**config.mk**
```make
export PLATFORM = sky130hd
export DESIGN_NAME = dtg_leg
export DESIGN_NICKNAME = d
export VERILOG_FILES = /design/src/rtl/dtg_pkg.sv /design/src/rtl/dtg_trip_mask.sv /design/src/rtl/dtg_fault_hold.sv /design/src/rtl/dtg_band_fsm.sv /design/src/rtl/dtg_leg.sv
export SDC_FILE = /design/constraint.sdc
export NUM_CORES = 1
export LEC_CHECK = 0
export BUFFER_PORTS_ARGS = -buffer_cell sky130_fd_sc_hd__buf_2
export CAP_MARGIN = 10
export CORE_UTILIZATION = 50
export DETAILED_ROUTE_END_ITERATION = 7
export PLACE_DENSITY = 0.75
export SLEW_MARGIN = 10
export SYNTH_ARGS = -nofsm -noshare
export SYNTH_HDL_FRONTEND = slang
export SYNTH_SLANG_ARGS = --single-unit
```
**constraint.sdc**
```tcl
create_clock -name clk -period 2.2 [get_ports clk]
set_input_delay 0.11 -clock clk [delete_from_list [all_inputs] [get_ports clk]]
set_output_delay 0.11 -clock clk [all_outputs]
set_load 0.01 [all_outputs]
```
**src/rtl/dtg_pkg.sv**
```systemverilog
package dtg_pkg;

    typedef enum logic [2:0] {
        ST_SAFE,
        ST_RESUME,
        ST_LO_ON,
        ST_HI_DLY,
        ST_HI_ON,
        ST_LO_DLY
    } leg_state_t;

endpackage

```
**src/rtl/dtg_trip_mask.sv**
```systemverilog
module dtg_trip_mask (
    input  logic clk,
    input  logic rst_n,
    input  logic pwm_raw,
    input  logic ilim_trip,
    input  logic period_strobe,
    output logic cmd
);

    logic trunc_q;

    // Truncation latch: a trip while the raw command is high keeps the
    // command low until the next period start; a new trip wins over a strobe.
    always_ff @(posedge clk or negedge rst_n) begin
        if (!rst_n) begin
            trunc_q <= 1'b0;
        end else if (ilim_trip && pwm_raw) begin
            trunc_q <= 1'b1;
        end else if (period_strobe) begin
            trunc_q <= 1'b0;
        end
    end

    assign cmd = pwm_raw & ~trunc_q & ~ilim_trip;

endmodule

```
**src/rtl/dtg_fault_hold.sv**
```systemverilog
module dtg_fault_hold (
    input  logic clk,
    input  logic rst_n,
    input  logic hard_fault,
    input  logic fault_clr,
    output logic fault_q,
    output logic block
);

    // The fault input has priority, so a clear cannot act while it is high.
    always_ff @(posedge clk or negedge rst_n) begin
        if (!rst_n) begin
            fault_q <= 1'b0;
        end else if (hard_fault) begin
            fault_q <= 1'b1;
        end else if (fault_clr) begin
            fault_q <= 1'b0;
        end
    end

    assign block = hard_fault | fault_q;

endmodule

```
**src/rtl/dtg_band_fsm.sv**
```systemverilog
module dtg_band_fsm
    import dtg_pkg::*;
#(
    parameter int DT_W = 8
) (
    input  logic            clk,
    input  logic            rst_n,
    input  logic            cmd,
    input  logic            block,
    input  logic            period_strobe,
    input  logic [DT_W-1:0] dead_rise,
    input  logic [DT_W-1:0] dead_fall,
    output logic            hi_on,
    output logic            lo_on
);

    localparam logic [DT_W-1:0] CNT_ONE = DT_W'(1);

    leg_state_t      state_q, state_d;
    logic [DT_W-1:0] cnt_q, cnt_d;
    logic            last;

    // A count of zero or one ends the gap after one cycle.
    assign last = (cnt_q <= CNT_ONE);

    always_comb begin
        state_d = state_q;
        cnt_d   = cnt_q;
        if (block) begin
            state_d = ST_SAFE;
            cnt_d   = '0;
        end else begin
            unique case (state_q)
                ST_SAFE: begin
                    if (period_strobe) begin
                        state_d = ST_RESUME;
                        cnt_d   = dead_fall;
                    end
                end
                ST_RESUME: begin
                    if (last) state_d = ST_LO_ON;
                    else      cnt_d   = cnt_q - CNT_ONE;
                end
                ST_LO_ON: begin
                    if (cmd) begin
                        state_d = ST_HI_DLY;
                        cnt_d   = dead_rise;
                    end
                end
                ST_HI_DLY: begin
                    if (!cmd) begin
                        state_d = ST_LO_DLY;
                        cnt_d   = dead_fall;
                    end else if (last) begin
                        state_d = ST_HI_ON;
                    end else begin
                        cnt_d = cnt_q - CNT_ONE;
                    end
                end
                ST_HI_ON: begin
                    if (!cmd) begin
                        state_d = ST_LO_DLY;
                        cnt_d   = dead_fall;
                    end
                end
                ST_LO_DLY: begin
                    if (last) state_d = ST_LO_ON;
                    else      cnt_d   = cnt_q - CNT_ONE;
                end
                default: begin
                    state_d = ST_SAFE;
                    cnt_d   = '0;
                end
            endcase
        end
    end

    always_ff @(posedge clk or negedge rst_n) begin
        if (!rst_n) begin
            state_q <= ST_SAFE;
            cnt_q   <= '0;
        end else begin
            state_q <= state_d;
            cnt_q   <= cnt_d;
        end
    end

    always_comb begin
        hi_on = 1'b0;
        lo_on = 1'b0;
        unique case (state_q)
            ST_HI_ON: hi_on = 1'b1;
            ST_LO_ON: lo_on = 1'b1;
            default: begin
                hi_on = 1'b0;
                lo_on = 1'b0;
            end
        endcase
    end

endmodule

```
**src/rtl/dtg_leg.sv**
```systemverilog
module dtg_leg #(
    parameter int DT_W = 8
) (
    input  logic            clk,
    input  logic            rst_n,
    input  logic            pwm_raw,
    input  logic            period_strobe,
    input  logic [DT_W-1:0] dead_rise,
    input  logic [DT_W-1:0] dead_fall,
    input  logic            ilim_trip,
    input  logic            hard_fault,
    input  logic            fault_clr,
    output logic            gate_hi,
    output logic            gate_lo,
    output logic            fault_latched
);

    logic cmd;
    logic block;
    logic hi_on;
    logic lo_on;

    dtg_trip_mask u_trip (
        .clk           (clk),
        .rst_n         (rst_n),
        .pwm_raw       (pwm_raw),
        .ilim_trip     (ilim_trip),
        .period_strobe (period_strobe),
        .cmd           (cmd)
    );

    dtg_fault_hold u_fault (
        .clk        (clk),
        .rst_n      (rst_n),
        .hard_fault (hard_fault),
        .fault_clr  (fault_clr),
        .fault_q    (fault_latched),
        .block      (block)
    );

    dtg_band_fsm #(.DT_W(DT_W)) u_fsm (
        .clk           (clk),
        .rst_n         (rst_n),
        .cmd           (cmd),
        .block         (block),
        .period_strobe (period_strobe),
        .dead_rise     (dead_rise),
        .dead_fall     (dead_fall),
        .hi_on         (hi_on),
        .lo_on         (lo_on)
    );

    // Fast kill paths act in the same cycle as the trip or fault input.
    assign gate_hi = hi_on & ~hard_fault & ~ilim_trip;
    assign gate_lo = lo_on & ~hard_fault;

endmodule

```
# Yosys cells after proc, flatten, opt, wreduce, memory -nomap -nowiden
# Cells that the tools add are included.
# W data, S select, Z words.
# op_classes
n_mux	21
order_cmp	1
bitwise	9
eq_ne	10
n_reduce_logical	7
n_addsub	1
# ops
op	n
$mux W8	6
$pmux W8 S5	1
$mux W3	7
$pmux W3 S5	1
$le A8 B1 Y1 const B	1
$sub A8 B1 Y8 const B	1
$eq A3 B2 Y1 const B	2
$eq A3 B3 Y1 const B	2
$mux W1	6
$ne A3 B3 Y1 const B	2
$and A1 B1 Y1	5
$reduce_and A5 Y1	1
$ne A4 B4 Y1 const B	1
$reduce_bool A2 Y1	2
$eq A3 B1 Y1 const B	1
$logic_not A3 Y1	1
$ne A3 B1 Y1 const B	1
$ne A3 B2 Y1 const B	1
$not A1 Y1	3
$reduce_and A3 Y1	1
$reduce_or A2 Y1	1
$logic_and A1 B1 Y1	1
$or A1 B1 Y1	1
# word_totals
regBits	13
out_inout_bits	3
inputBits	23

# Longest topological paths before layout
# Gate-level depths: netlist (run 1).
# logic_depth
ltp_word	6
ltp_mapped	7
depth_no_buf	7

# By module
# A second synthesis (run 1) with hierarchy kept.
# hier_totals
hier_cells	125
area_unflattened_um2	1083.5
# modules_own_cells
module	seq_area_each_um2	n_inst	area_per_inst_um2	cells_each
dtg_band_fsm	275.3	1	967.2	114
dtg_trip_mask	25.0	1	53.8	5
dtg_fault_hold	25.0	1	43.8	4
dtg_leg	0.0	1	18.8	2

# Worst setup path before layout (run 1)
# No wires, ideal clock.
# synth_timing
kind	reg-to-reg
from	register u_fsm.cnt_q[0]
to	register u_fsm.cnt_q[0]
t_arrival_ps	1660
path_buffers	0
required_ps	2078
path_stages_with_launch	8
setup_slack_ps	418
period_less_slack_ps	1782
setup_time_ps	122
cell_sequence	dfrtp_1 > inv_1 > ha_1 > or2_2 > nand3_1 > nor2_1 > a22o_1 > a32o_1
# synth_via
elab_chain_len	5
word_cells_on_any_way	6
classes_between	1 x add/sub; 1 x order compare; 4 x mux
# synth_lines
item	line	source
start, declared	dtg_band_fsm.sv:20	logic [DT_W-1:0] cnt_q, cnt_d;
start signal, assigned	dtg_band_fsm.sv:84	cnt_q <= cnt_d;
$sub A8 B1 Y8 / $le A8 B1 Y1 (equally long branches)	--	
$mux W8 *	dtg_band_fsm.sv:41, dtg_band_fsm.sv:54, dtg_band_fsm.sv:67	
$mux W8	dtg_band_fsm.sv:51	if (!cmd) begin
$pmux W8 S5 *	dtg_band_fsm.sv:33	unique case (state_q)
$mux W8 *	dtg_band_fsm.sv:29	if (block) begin
# Every way passes the cells marked *; elsewhere a longest branch is shown, timed or not.
# A chain may end at the register's enable or synchronous reset.

# Worst setup path after layout (run 1)
# layout_timing
from	register u_fsm.cnt_q[0]
to	register u_fsm.cnt_q[1]
# The elaborated chain is that of the path after synthesis.

==> results.json, run 1 <==
{
  "n_antenna_cell": 0,
  "first_pass_iters": 4,
  "cts_setup_buffers": 0,
  "rrSetupSlack_ps": 200,
  "port-buffer-count": 25,
  "yosys_most_used_dff": "dfrtp_1",
  "grt_overflow_total": 0,
  "cp-start-kind": "flip-flop",
  "dp_hpwl_mm": 2.14,
  "syn_area_mm2": 0.00112,
  "met3_wirelength_um": 184,
  "yosysTopAreaCell": "dfrtp_1",
  "avgSynthCellArea_um2": 8.16,
  "synth_top_area_share_pct": 29.1,
  "setup_viol": 0,
  "drc": 0,
  "clock_skew_ps": 1.10,
  "drt-initial-drc-count": 40,
  "outcome": "completed",
  "dieArea_mm2": 0.00243,
  "finalHoldWorstSlack_ps": 70.7,
  "std_cell_rows": 16,
  "syn-num-nets": 162,
  "maxSlewHeadroom_pct": 71.2,
  "placed_cell_area_mm2": 0.00126,
  "cap_violations": 0,
  "crit_required_ps": 2360,
  "arrival_ps": 2160,
  "avgRoutedWirePerCell_um": 14.8,
  "gp_congestion": 0.890,
  "drt-total-wl_mm": 2.80,
  "final_nets": 189,
  "synth_edf_count": 0,
  "areaGrowthSynthToFinish_pct": 16.5,
  "num_vias": 1158,
  "ys_ff_latch": 13,
  "power_per_cell_area_mw_per_mm2": 436,
  "ioPinCount": 26,
  "drive_gt1_share_pct": 27.0,
  "via_per_inst": 6.09,
  "slew_violations": 0,
  "post-route-min-period_ps": 2000,
  "ys_types": 52,
  "setup-tns-final_ps": 0,
  "postLayoutCellArea_mm2": 0.00130,
  "ir_drop_mv": 0.259,
  "period_share_pct": 90.9,
  "cts_root_buffer": "clkbuf_4",
  "core-area_mm2": 0.00202,
  "cts_tree": "built",
  "leakagePower_nw": 0.598,
  "synth_warnings": 0,
  "grt_usage_pct": 24.1,
  "cts.path.max_buffers": 2,
  "start_util_pct": 55.3,
  "grt_pass1_wl_mm": 4.60,
  "cts_buffers": 3,
  "async_reset_ff_share_pct": 100,
  "hold_violations": 0,
  "crit_fanout": 6,
  "rsz0062_at_grt": "no",
  "wl_met2_mm": 1.31,
  "yosys-top-cells-area": "dfrtp_1 29%, a21oi_1 5.4%, nand2_1 4.4%",
  "synth_commonest_cells": "13 x dfrtp_1, 13 x nand2_1, 12 x a21oi_1",
  "max_slew.worst_pin.slew_ps": 432,
  "seq_area_frac_synth_pct": 29.1,
  "worstSetupEndpointType": "flip-flop",
  "fmax_mhz": 500,
  "grt_max_degree": 15,
  "cts_num_sinks": 13,
  "netlist_instances": 137,
  "ant_nets": 0,
  "chipHeight_um": 49.3,
  "worstHoldPathType": "in -> reg",
  "maxUsedRoutingLayer": "met4",
  "clkTransAtPathRegs_ps": 90,
  "crit_type": "reg -> reg",
  "grt_pass1_vias": 1059,
  "antenna_found_initial": 0,
  "final_core_util_pct": 64.4,
  "die_w_um": 49.3,
  "htree_levels": 1,
  "met1_length_mm": 1.29,
  "insertion_delay_ps": 280
}
-- state kept, by name, summed over array words and instances, names as in the netlist --
| signal | flops |
|---|---|
| u_fsm.state_q | 3 |
| u_fault.fault_q | 1 |
| u_fsm.cnt_q | 8 |
| u_trip.trunc_q | 1 |
-- placed cells by master, fill, tap and decap left out, types with 3 or more instances in the layout --
| cell | count |
|---|---|
| a21oi_1 | 12 |
| inv_1 | 8 |
| buf_4 | 5 |
| dfrtp_1 | 13 |
| buf_2 | 25 |
| clkbuf_4 | 3 |
| a22o_1 | 4 |
| nand2_1 | 13 |
| nor2b_1 | 5 |
| nor2_1 | 8 |
| nor3_1 | 6 |
| o21ai_0 | 9 |
-- final cells by class --
type	count	area (um^2)
clock buffer	4	26.3
fill	183	721
multi-input combinational	106	709
timing repair buffer	31	173
tap	27	33.8
sequential	13	325
inverter	9	33.8
-- critical path: stages, from the launching register on --
cell and delay, ps:
dfrtp_1 460, inv_1 70, ha_1 230, or2_2 340, nand3_1 250, mux2i_1 130
a222oi_1 280, o21ai_0 120
-- report_power, final --
| group | internal (mW) | switching (mW) | total [mW] |
|---|---|---|---|
| sequential | 0.247 | 0.0119 | 0.259 |
| clock | 0.0702 | 0.0879 | 0.158 |
| combinational | 0.0700 | 0.0800 | 0.150 |
| total | 0.387 | 0.180 | 0.567 |
-- worst paths after layout --
path | start | end | depth (start not counted)
min | hard_fault | u_fault.fault_q | 2
min reg2reg | u_trip.trunc_q | u_trip.trunc_q | 1
min in group asynchronous | rst_n | u_fault.fault_q | 2
max reg2reg | u_fsm.cnt_q[0] | u_fsm.cnt_q[1] | 7
max | u_fsm.cnt_q[0] | u_fsm.cnt_q[1] | 7
max in group asynchronous | rst_n | u_fsm.cnt_q[1] | 2
-- cell families after synthesis --
logic type,synth area share [%]
simple gates,23.6
compound gates,32.3
buf+inv,7.39
flops,29.1
mux,3.81
xor+xnor,1.57
fa+ha+maj,2.24
-- metal layers --
metal | global-route usage [%] | vias to the layer above
met4 | 4.90 | 0
met2 | 40.6 | 43
met5 | 0 | -
li1 | - | 567
met3 | 3.12 | 2
met1 | 32.7 | 546
-- stage by stage --
step | worst slack, ps | instances | power (mW)
floorplan | 418 | 137 | 0.361
global placement | 253 | 185 | 0.407
detailed placement | 213 | 185 | 0.411
CTS | 190 | 190 | 0.564
global route | 74.9 | 190 | 0.592
finish | 199 | 190 | 0.567
-- what timing repair did --
action	4_1_cts	5_1_grt
resized for setup	0	0
setup endpoints to repair	0	0
hold buffers	1	0
hold endpoints to repair	13	0
No activity file was read; power rests on OpenSTA's default activity.
==> run 2, diff against run 1 <==
RECOVER_POWER = 50   (was not set)
==> run 2 against run 1 <==
  * Die area unchanged
  * Non-clock buffer count did not move
  * Final area barely moved
  * Global-route usage unchanged
  * Sequential cell count unchanged
  * Clock power about the same
  * Sequential share of layout area about the same
  * Largest power group unchanged
==> results.json, run 2 (synthesis gave the netlist of run 1 again) <==
{
  "multi_input_area_um2": 709,
  "slew_violations": 0,
  "clkTransAtPathRegs_ps": 90,
  "start_util_pct": 55.3,
  "std_cell_rows": 16,
  "setup-tns-final_ps": 0,
  "n_antenna_cell": 0,
  "areaGrowthSynthToFinish_pct": 16.3,
  "crit_required_ps": 2360,
  "crit_type": "reg -> reg",
  "outcome": "completed",
  "fmax_mhz": 500,
  "dieArea_mm2": 0.00243,
  "antenna_found_initial": 0,
  "ant_nets": 0,
  "cts.path.max_buffers": 2,
  "fillers": 182,
  "maxSlewHeadroom_pct": 47.1,
  "grt_pass1_wl_mm": 4.60,
  "cts_root_buffer": "clkbuf_4",
  "cts_num_sinks": 13,
  "placed_cell_area_mm2": 0.00126,
  "drive_gt1_share_pct": 26.4,
  "drt-total-wl_mm": 2.80,
  "post-route-min-period_ps": 2000,
  "grt_overflow_total": 0,
  "final_core_util_pct": 64.3,
  "worstSetupEndpointType": "flip-flop",
  "drt-initial-drc-count": 40,
  "rsz0062_at_grt": "no",
  "regMostFlops": "u_fsm.cnt_q",
  "final_cell_mix": "24 x buf_2, 13 x nand2_1, 13 x dfrtp_1, 12 x a21oi_1, 9 x o21ai_0",
  "final_common_cell": "buf_2",
  "biggestRegsByFlops": "u_fsm.cnt_q x8, u_fsm.state_q x3",
  "num_vias": 1159,
  "postLayoutCellArea_mm2": 0.00130,
  "grt_usage_pct": 24.1,
  "first_pass_iters": 4,
  "crit_fanout": 6,
  "power_per_cell_area_mw_per_mm2": 436,
  "finalHoldWorstSlack_ps": 70.7,
  "grt_max_degree": 15,
  "ioPinCount": 26,
  "cts_buffers": 3,
  "period_share_pct": 90.9,
  "htree_levels": 1,
  "rrSetupSlack_ps": 200,
  "avgRoutedWirePerCell_um": 14.8,
  "worstHoldPathType": "in -> reg",
  "hold_violations": 0,
  "leakagePower_nw": 0.595,
  "insertion_delay_ps": 280,
  "power_mw": 0.567,
  "cp-start-kind": "flip-flop",
  "die_w_um": 49.3,
  "cap_violations": 0,
  "final_nets": 189,
  "max_slew.worst_pin.slew_ps": 794,
  "cts_tree": "built",
  "setup_viol": 0,
  "via_per_inst": 6.10,
  "core-area_mm2": 0.00202,
  "cts_setup_buffers": 0,
  "largest_reg_flops": 8,
  "clock_skew_ps": 1.10,
  "port-buffer-count": 25,
  "dp_hpwl_mm": 2.14,
  "seqCellArea_um2": 325,
  "ir_drop_mv": 0.259,
  "chipHeight_um": 49.3,
  "drc": 0,
  "grt_pass1_vias": 1059,
  "arrival_ps": 2160,
  "gp_congestion": 0.890
}
## run 2: changes by cell type in the layout (fill, tap and decap cells not counted), sizes merged
cell	previous run	this run
buf	30	29
clkbuf	4	5
## run 2: power breakdown
part,internal [mW],switching [mW],leakage (nW)
Combinational,0.0697,0.0800,0.405
Sequential,0.247,0.0119,0.175
Clock,0.0702,0.0879,0.0150
## run 2: worst max-delay path: stages (launching register included)
cell and delay [ps]:
dfrtp_1 460, inv_1 70, ha_1 230, or2_2 340
nand3_1 250, mux2i_1 130, a222oi_1 280, o21ai_0 120
## run 2: metrics by stage
step | setup slack, ps | instances
finish | 199 | 190
global route | 74.9 | 190
CTS | 190 | 190
detailed placement | 213 | 185
global placement | 253 | 185
floorplan | 418 | 137
## run 2: cell type report
cell class	instances	area share, %
inverter	9	2.60
multi-input combinational	106	54.6
clock buffer	4	2.02
timing repair buffer	31	13.2
tap	27	2.60
sequential	13	25.0
## run 2: repair_timing
item	CTS	global route
gates resized for setup	0	0
hold endpoints to repair	13	0
hold buffers	1	0
## run 2: final timing paths
path / start / to / depth (start not counted)
worst max-delay path: u_fsm.cnt_q[0] / u_fsm.cnt_q[1] / 7
worst min-delay path: hard_fault / u_fault.fault_q / 2
worst max register to register: u_fsm.cnt_q[0] / u_fsm.cnt_q[1] / 7
worst min register to register: u_trip.trunc_q / u_trip.trunc_q / 1
max in group asynchronous: rst_n / u_fsm.cnt_q[1] / 2
min in group asynchronous: rst_n / u_fsm.state_q[1] / 2
## run 2: layer usage
| metal | wire [um] | vias up | global-route usage (%) | share of wire (%) |
|---|---|---|---|---|
| li1 | - | 567 | - | - |
| met1 | 1290 | 547 | 32.7 | 46 |
| met2 | 1320 | 43 | 40.6 | 47 |
| met3 | 185 | 2 | 3.12 | 6.6 |
| met4 | 15 | 0 | 4.90 | 0.54 |
| met5 | 0 | - | 0 | 0 |
